--- src/rtl/sysio_pkg.sv ---
package sysio_pkg;

  // MSB-first bit numbering: bit n is mask 1 << (7 - n)
  function automatic logic [7:0] msb_bit(input int n);
    return 8'(8'h01 << (7 - n));
  endfunction

  localparam logic [7:0] RST_MASK = msb_bit(7);
  localparam logic [7:0] LE_MASK  = msb_bit(6);
  localparam logic [7:0] CTL_MASK = msb_bit(0) | msb_bit(1) | msb_bit(2) | msb_bit(3);
  localparam logic [7:0] MAP_MASK = msb_bit(7);
  localparam logic [7:0] MAP_RESET = MAP_MASK;
  localparam logic [7:0] UNMAPPED_READ = 8'hFF;

  localparam int NUM_PORTS = 10;

  typedef enum logic [3:0] {
    PK_NONE        = 4'd0,
    PK_RESET_CTL   = 4'd1,
    PK_LAMP        = 4'd2,
    PK_EQUIP       = 4'd3,
    PK_LOCK_A      = 4'd4,
    PK_LOCK_B      = 4'd5,
    PK_CACHE_FLUSH = 4'd6,
    PK_KEY         = 4'd7,
    PK_SYS_CTL     = 4'd8,
    PK_MAP_SEL     = 4'd9,
    PK_BOARD       = 4'd10
  } port_kind_e;

  // index i decodes to kind i+1
  localparam logic [15:0] PORT_ADDR [NUM_PORTS] = '{
    16'h0092, 16'h0808, 16'h080C, 16'h0810, 16'h0812,
    16'h0814, 16'h0818, 16'h081C, 16'h0850, 16'h0852
  };

  function automatic logic is_write_only(input port_kind_e k);
    return (k == PK_LAMP) || (k == PK_LOCK_A) || (k == PK_LOCK_B) ||
           (k == PK_CACHE_FLUSH);
  endfunction

endpackage

--- src/rtl/sysio_port_decode.sv ---
module sysio_port_decode
  import sysio_pkg::*;
#(
  parameter int ADDR_W = 16
) (
  input  logic [ADDR_W-1:0] addr,
  output port_kind_e        kind
);

  logic [NUM_PORTS-1:0] hit;

  for (genvar gi = 0; gi < NUM_PORTS; gi++) begin : g_cmp
    assign hit[gi] = (addr == ADDR_W'(PORT_ADDR[gi]));
  end

  always_comb begin
    kind = PK_NONE;
    for (int i = 0; i < NUM_PORTS; i++) begin
      if (hit[i]) kind = port_kind_e'(4'(i + 1));
    end
  end

endmodule

--- src/rtl/sysio_ctrl_regs.sv ---
module sysio_ctrl_regs
  import sysio_pkg::*;
(
  input  logic       clk,
  input  logic       rst_n,
  input  logic       wr_en,
  input  port_kind_e kind,
  input  logic [7:0] wdata,
  output logic [7:0] rst_ctl_q,
  output logic [7:0] sys_ctl_q,
  output logic [7:0] map_sel_q,
  output logic       le_err_q
);

  logic [7:0] rst_ctl_d, sys_ctl_d, map_sel_d;
  logic       le_err_d;
  logic       rst_ctl_en, sys_ctl_en, map_sel_en;

  always_comb begin
    rst_ctl_en = wr_en && (kind == PK_RESET_CTL);
    sys_ctl_en = wr_en && (kind == PK_SYS_CTL);
    map_sel_en = wr_en && (kind == PK_MAP_SEL);
    rst_ctl_d  = wdata & RST_MASK;
    sys_ctl_d  = wdata & CTL_MASK;
    map_sel_d  = wdata & MAP_MASK;
    le_err_d   = le_err_q | (rst_ctl_en && ((wdata & LE_MASK) != 8'h00));
  end

  always_ff @(posedge clk or negedge rst_n) begin
    if (!rst_n) begin
      rst_ctl_q <= 8'h00;
      sys_ctl_q <= 8'h00;
      map_sel_q <= MAP_RESET;
      le_err_q  <= 1'b0;
    end else begin
      if (rst_ctl_en) rst_ctl_q <= rst_ctl_d;
      if (sys_ctl_en) sys_ctl_q <= sys_ctl_d;
      if (map_sel_en) map_sel_q <= map_sel_d;
      le_err_q <= le_err_d;
    end
  end

  a_r3_soft_reset_load: assert property (@(posedge clk) disable iff (!rst_n)
    (wr_en && kind == PK_RESET_CTL) |=> (rst_ctl_q == ($past(wdata) & RST_MASK)));

  a_r4_le_sticky: assert property (@(posedge clk) disable iff (!rst_n)
    le_err_q |=> le_err_q);

  a_r5_ctl_load: assert property (@(posedge clk) disable iff (!rst_n)
    (wr_en && kind == PK_SYS_CTL) |=> (sys_ctl_q == ($past(wdata) & CTL_MASK)));

  a_r6_map_load: assert property (@(posedge clk) disable iff (!rst_n)
    (wr_en && kind == PK_MAP_SEL) |=> (map_sel_q == ($past(wdata) & MAP_MASK)));

  a_r8_no_stray_write: assert property (@(posedge clk) disable iff (!rst_n)
    (!wr_en) |=> ($stable(rst_ctl_q) && $stable(sys_ctl_q) && $stable(map_sel_q)));

endmodule

--- src/rtl/sysio_read_mux.sv ---
module sysio_read_mux
  import sysio_pkg::*;
#(
  parameter logic [7:0] EQUIP_STRAP = 8'h00,
  parameter logic [7:0] BOARD_ID    = 8'h00
) (
  input  logic       clk,
  input  logic       rst_n,
  input  logic       rd_en,
  input  port_kind_e kind,
  input  logic [7:0] rst_ctl,
  input  logic [7:0] sys_ctl,
  input  logic [7:0] map_sel,
  output logic [7:0] rdata_q
);

  logic [7:0] rdata_d;

  always_comb begin
    case (kind)
      PK_RESET_CTL: rdata_d = rst_ctl;
      PK_EQUIP:     rdata_d = EQUIP_STRAP;
      PK_KEY:       rdata_d = 8'h00;
      PK_SYS_CTL:   rdata_d = sys_ctl;
      PK_MAP_SEL:   rdata_d = map_sel;
      PK_BOARD:     rdata_d = BOARD_ID;
      default:      rdata_d = UNMAPPED_READ;
    endcase
  end

  always_ff @(posedge clk or negedge rst_n) begin
    if (!rst_n) begin
      rdata_q <= 8'h00;
    end else if (rd_en) begin
      rdata_q <= rdata_d;
    end
  end

  a_r2_rdata_hold: assert property (@(posedge clk) disable iff (!rst_n)
    (!rd_en) |=> $stable(rdata_q));

  a_r8_unreadable_ff: assert property (@(posedge clk) disable iff (!rst_n)
    (rd_en && (kind == PK_NONE || is_write_only(kind))) |=> (rdata_q == 8'hFF));

  a_r7_key_zero: assert property (@(posedge clk) disable iff (!rst_n)
    (rd_en && kind == PK_KEY) |=> (rdata_q == 8'h00));

endmodule

--- src/rtl/sysio_parity_win.sv ---
module sysio_parity_win #(
  parameter int              MM_ADDR_W   = 32,
  parameter int              MM_DATA_W   = 32,
  parameter logic [31:0]     PARITY_BASE = 32'hBFFF_EFF0
) (
  input  logic                   clk,
  input  logic                   rst_n,
  input  logic                   mm_req,
  input  logic                   mm_we,
  input  logic [MM_ADDR_W-1:0]   mm_addr,
  input  logic [MM_DATA_W/8-1:0] mm_be,
  output logic [MM_DATA_W-1:0]   mm_rdata,
  output logic                   mm_ack,
  output logic                   mm_err
);

  localparam int BE_W  = MM_DATA_W / 8;
  localparam int OFF_W = $clog2(BE_W);

  logic word_hit, full_word, aligned, ack_d, err_d;

  always_comb begin
    word_hit  = (mm_addr[MM_ADDR_W-1:OFF_W] == PARITY_BASE[MM_ADDR_W-1:OFF_W]);
    aligned   = (mm_addr[OFF_W-1:0] == '0);
    full_word = (mm_be == {BE_W{1'b1}});
    ack_d     = mm_req && word_hit && !mm_we && full_word && aligned;
    err_d     = mm_req && word_hit && (mm_we || !full_word || !aligned);
  end

  always_ff @(posedge clk or negedge rst_n) begin
    if (!rst_n) begin
      mm_ack <= 1'b0;
      mm_err <= 1'b0;
    end else begin
      mm_ack <= ack_d;
      mm_err <= err_d;
    end
  end

  // the window never carries data
  assign mm_rdata = '0;

  a_r10_ack_err_excl: assert property (@(posedge clk) disable iff (!rst_n)
    $onehot0({mm_ack, mm_err}));

  a_r9_ack_from_read: assert property (@(posedge clk) disable iff (!rst_n)
    mm_ack |-> $past(mm_req && !mm_we));

  a_r10_idle_quiet: assert property (@(posedge clk) disable iff (!rst_n)
    (!mm_req) |=> (!mm_ack && !mm_err));

endmodule

--- src/rtl/sysio_regbank.sv ---
module sysio_regbank
  import sysio_pkg::*;
#(
  parameter int          ADDR_W      = 16,
  parameter int          MM_ADDR_W   = 32,
  parameter int          MM_DATA_W   = 32,
  parameter logic [7:0]  EQUIP_STRAP = 8'h00,
  parameter logic [7:0]  BOARD_ID    = 8'h00,
  parameter logic [31:0] PARITY_BASE = 32'hBFFF_EFF0
) (
  input  logic                   clk,
  input  logic                   rst_n,
  input  logic                   io_rd,
  input  logic                   io_wr,
  input  logic [ADDR_W-1:0]      io_addr,
  input  logic [7:0]             io_wdata,
  output logic [7:0]             io_rdata,
  input  logic                   mm_req,
  input  logic                   mm_we,
  input  logic [MM_ADDR_W-1:0]   mm_addr,
  input  logic [MM_DATA_W/8-1:0] mm_be,
  output logic [MM_DATA_W-1:0]   mm_rdata,
  output logic                   mm_ack,
  output logic                   mm_err,
  output logic                   cpu_soft_reset,
  output logic                   io_map_noncontig,
  output logic                   le_mode_err
);

  port_kind_e kind;
  logic [7:0] rst_ctl_q, sys_ctl_q, map_sel_q;

  sysio_port_decode #(.ADDR_W(ADDR_W)) u_decode (
    .addr (io_addr),
    .kind (kind)
  );

  sysio_ctrl_regs u_regs (
    .clk       (clk),
    .rst_n     (rst_n),
    .wr_en     (io_wr),
    .kind      (kind),
    .wdata     (io_wdata),
    .rst_ctl_q (rst_ctl_q),
    .sys_ctl_q (sys_ctl_q),
    .map_sel_q (map_sel_q),
    .le_err_q  (le_mode_err)
  );

  sysio_read_mux #(.EQUIP_STRAP(EQUIP_STRAP), .BOARD_ID(BOARD_ID)) u_rmux (
    .clk     (clk),
    .rst_n   (rst_n),
    .rd_en   (io_rd),
    .kind    (kind),
    .rst_ctl (rst_ctl_q),
    .sys_ctl (sys_ctl_q),
    .map_sel (map_sel_q),
    .rdata_q (io_rdata)
  );

  sysio_parity_win #(
    .MM_ADDR_W  (MM_ADDR_W),
    .MM_DATA_W  (MM_DATA_W),
    .PARITY_BASE(PARITY_BASE)
  ) u_parity (
    .clk      (clk),
    .rst_n    (rst_n),
    .mm_req   (mm_req),
    .mm_we    (mm_we),
    .mm_addr  (mm_addr),
    .mm_be    (mm_be),
    .mm_rdata (mm_rdata),
    .mm_ack   (mm_ack),
    .mm_err   (mm_err)
  );

  assign cpu_soft_reset   = |(rst_ctl_q & RST_MASK);
  assign io_map_noncontig = |(map_sel_q & MAP_MASK);

  a_r3_reset_line: assert property (@(posedge clk) disable iff (!rst_n)
    (io_wr && io_addr == ADDR_W'(16'h0092)) |=> (cpu_soft_reset == $past(io_wdata[0])));

  a_r6_map_line: assert property (@(posedge clk) disable iff (!rst_n)
    (io_wr && io_addr == ADDR_W'(16'h0850)) |=> (io_map_noncontig == $past(io_wdata[0])));

endmodule

--- config.mk ---
export PLATFORM = sky130hd
export DESIGN_NAME = sysio_regbank
export DESIGN_NICKNAME = d
export VERILOG_FILES = /design/src/rtl/sysio_pkg.sv /design/src/rtl/sysio_port_decode.sv /design/src/rtl/sysio_ctrl_regs.sv /design/src/rtl/sysio_read_mux.sv /design/src/rtl/sysio_parity_win.sv /design/src/rtl/sysio_regbank.sv
export SDC_FILE = /design/constraint.sdc
export NUM_CORES = 1
export LEC_CHECK = 0
export BUFFER_PORTS_ARGS = -buffer_cell sky130_fd_sc_hd__buf_4
export CAP_MARGIN = 30
export CORE_UTILIZATION = 35
export CTS_CLUSTER_SIZE = 8
export DETAILED_ROUTE_END_ITERATION = 12
export GPL_ROUTABILITY_DRIVEN = 0
export MAX_ROUTING_LAYER = met4
export PLACE_DENSITY_LB_ADDON = 0.25
export SLEW_MARGIN = 40
export SYNTH_ARGS = -nofsm -noshare
export SYNTH_HDL_FRONTEND = slang
export SYNTH_SLANG_ARGS = --single-unit
--- constraint.sdc ---
create_clock -name clk -period 1.4 [get_ports clk]
set_clock_uncertainty 0.05 [all_clocks]
set_input_delay 0.35 -clock clk [delete_from_list [all_inputs] [get_ports clk]]
set_output_delay 0.35 -clock clk [all_outputs]
set_load 0.02 [all_outputs]
==> results.md <==
* Min-delay worst type: in2reg
* Residual DRC at 14
* Failing checks: design-rule violations, negative setup slack
* Dpl hpwl at 2330 um
* Reg clk slew, reported paths at 0.09 ns
* Syn. warnings at 0
* Num CTS Buffers at 3
* Vias at 1,019
* Post-layout instance area at 1720 um^2
* Post-Synth XOR/XNOR Area at 0%
* ANT cells at 0
* # H-tree levels at 1
* FF-to-FF Start: u_regs.rst_ctl_q[0]
* Total gr overflow at 0
* Routed Antenna Nets at 0
* Fmax at 0.587 GHz
* Via density at 4.59
* Num rows at 19
* Max VDD drop at 0.370 mV
* Status: complete, but fails checks
* Synth top area share at 33.3%
* Sequential share of the synthesized area at 35.7%
* Worst Hold Depth at 2
* Min Tclk post-route at 1.70 ns
* Worst EP required at 1.52 ns
* Final hold violations at 0
* EDFF count, synth at 0
* Cell repeated most along the worst path: buf_6
* Crit Path Max Fanout at 6
* CTS Sinks at 15
* Port Buffers at 76
* Core Box Area at 2810 um^2
* Mux contribution to synthesized area at 6.41%
* Post-Synthesis Cells at 102
* R2r endpoint: u_rmux.rdata_q[0]
* Die ar. at 3230 um^2
* Post-synthesis compound-gate area fraction at 9.38%
* Most area-consuming cells after synthesis: dfrtp_1 (33%), buf_4 (24%), mux2_2 (4.3%), nand4_1 (4.2%), a221o_1 (3.8%)
* Adder-Cell Fraction of Synth Area at 0%
* Power density over the cells at 601 nW/um^2
* Wire per inst at 12.8 um
* Fin nets at 258
* Die Wd at 56.9 um
* Largest family of logic cells by synthesized area: buffers and inverters
* Initial DRC count at 33
* I/O Pins at 111
* Period utilisation layout at 122%
* Setup crit end kind: flip-flop
* Area Overhead vs Synth at 63.7%
* Avg Cell Area, Syn at 10.3 um^2
* Setup Crit Path Kind: in2reg
* Total global-route track usage at 17.7%
* Max-slew headroom at 64.6%
* Setup slack, reg-to-reg at 0.17 ns
* Clock latency at the later pin of the worst-skew pair at 0.28 ns
* Clock buffer depth at 2
* Top post-synthesis cells by count: buf_4 (34), dfrtp_1 (14), nand4_1 (7)
* R2R depth at 3
* Cell type with the largest total area after synthesis: dfrtp_1
* Min-delay src: io_wdata[5]
* Worst-Margin Slew at 0.524 ns
* Most used DFF post-synth: dfrtp_1
* Die Ht at 56.9 um
* First-pass GRT wire length at 4230 um
* Worst slack at placement at -0.705 ns
* Simple-gate share of the synthesized area at 23.2%
* Worst path max stage delay at 0.56 ns
* Syn Std Cell Area at 1050 um^2
* Placed Area at 1600 um^2
* Worst Setup SP: io_addr[8]
* Fraction of registers with async set/reset at 100%
* Root Buffer: clkbuf_4
* Final worst setup slack at -0.303 ns
* Max Transition Viols Final at 0
* Distinct cells, synth at 32
* Layout cell share with drive strength beyond 1 at 57.1%
* CTS tree: built
* Leak Pwr at 0.914 nW
* Final setup violation count at 13
* Critical Path AT at 1.82 ns
* Hold EP: u_regs.sys_ctl_q[5]
* Initial Util at 37.6%
* CP max stage cell: or4_4
* Vias in the first global route at 981
* Max-cap viol count at 0
* Count leader, synth: buf_4
* Critical-path cell list: buf_6 > or4_4 > nor4b_4 > buf_6 > a221oi_4 > a221o_1
* Largest net degree at the start of global routing at 16
* Drt total wl at 2840 um
* Startpoint Class: input pin
* RSZ-0062 raised after global routing: true
* Number of synthesized register bits at 15
* Router iterations before antenna repair at 8
* Initial antenna violation count at 0
==> cell families (layout without fill, tap and decap cells) <==
kind of cell / count (synthesis) / count (layout)
simple gates: 34 / 34
compound gates: 10 / 10
buf+inv: 36 / 94
flops: 15 / 15
mux: 6 / 6
other cells: 1 / 32
==> where the power goes <==
group / total [mW] / leakage (nW) / internal [mW] / switching [mW]
sequential: 0.454 / 0.187 / 0.445 / 0.00892
clock: 0.240 / 0.0177 / 0.106 / 0.135
combinational: 0.342 / 0.709 / 0.172 / 0.170
==> timing repair <==
action                                  4_1_cts  5_1_grt
endpoints found under the setup margin       13       13
hold buffers                                  1        0
endpoints found under the hold margin        14        0
pin swaps                                     5        6
buffers inserted                              2        0
gates resized for setup                      10        6
==> metrics by stage <==
| stage | utilization (%) | cells | total power [mW] | setup TNS [ns] | hold slack [ns] |
|---|---|---|---|---|---|
| 6_report | 61.5 | 222 | 1.04 | -3.60 | 0.247 |
| 5_1_grt | 61.5 | 222 | 1.08 | -3.80 | 0.238 |
| 4_1_cts | 60.7 | 222 | 1.04 | -3.50 | 0.241 |
| 3_5_place_dp | 57.0 | 215 | 0.791 | -8.31 | 0.160 |
| 3_3_place_gp | 57.0 | 215 | 0.784 | -7.62 | 0.159 |
| 2_1_floorplan | - | 133 | 0.667 | -5.35 | 0.00441 |
==> sequential cells by signal, indices dropped and copies added (netlist names) <==
register / flops
u_regs.sys_ctl_q: 4
u_regs.map_sel_q: 1
u_rmux.rdata_q: 6
u_regs.le_err_q: 1
u_regs.rst_ctl_q: 1
u_parity.mm_err: 1
u_parity.mm_ack: 1
==> critical path, delay by kind of cell <==
kind / cells / cell delay, ns
simple gates: 2 / 0.84
buf+inv: 2 / 0.25
compound gates: 2 / 0.38
==> worst max path at each step <==
| stage | cells after the start | to | slack (ns) |
|---|---|---|---|
| floorplan | 4 | u_regs.sys_ctl_q[4] | -0.47 |
| global placement | 5 | u_rmux.rdata_q[7] | -0.62 |
| detailed placement | 5 | u_rmux.rdata_q[7] | -0.71 |
| CTS | 6 | u_rmux.rdata_q[7] | -0.30 |
| global route | 6 | u_rmux.rdata_q[6] | -0.32 |
| finish | 6 | u_rmux.rdata_q[4] | -0.30 |
==> layout by cell type, fill, tap and decap left out, types with 2 or more instances in the layout <==
| cell | Yosys | final |
|---|---|---|
| nand4_1 | 7 | 7 |
| clkbuf_4 | 0 | 3 |
| a221o_1 | 4 | 4 |
| mux2_4 | 0 | 6 |
| inv_1 | 2 | 2 |
| or4_4 | 2 | 2 |
| nor2_1 | 6 | 6 |
| conb_1 | 1 | 32 |
| nand3_2 | 0 | 2 |
| dfrtp_1 | 14 | 14 |
| buf_4 | 34 | 81 |
| nand2_1 | 2 | 2 |
| buf_6 | 0 | 6 |
==> per-layer routing <==
metal / share of wire (%) / GRT usage (%) / wire (um)
met5: 0 / - / 0
met1: 35 / 18.6 / 1000
met4: 0.42 / 5.23 / 12
met3: 9.9 / 3.46 / 282
met2: 54 / 33.3 / 1550
==> cell type report <==
| class | count | area (um^2) |
|---|---|---|
| fill | 245 | 1080 |
| timing repair buffer | 88 | 686 |
| multi-input combinational | 82 | 588 |
| sequential | 15 | 377 |
| tap | 31 | 38.8 |
| clock buffer | 3 | 22.5 |
| inverter | 2 | 7.51 |
| clock inverter | 1 | 5.00 |
No activity file was read; power rests on OpenSTA's default activity.
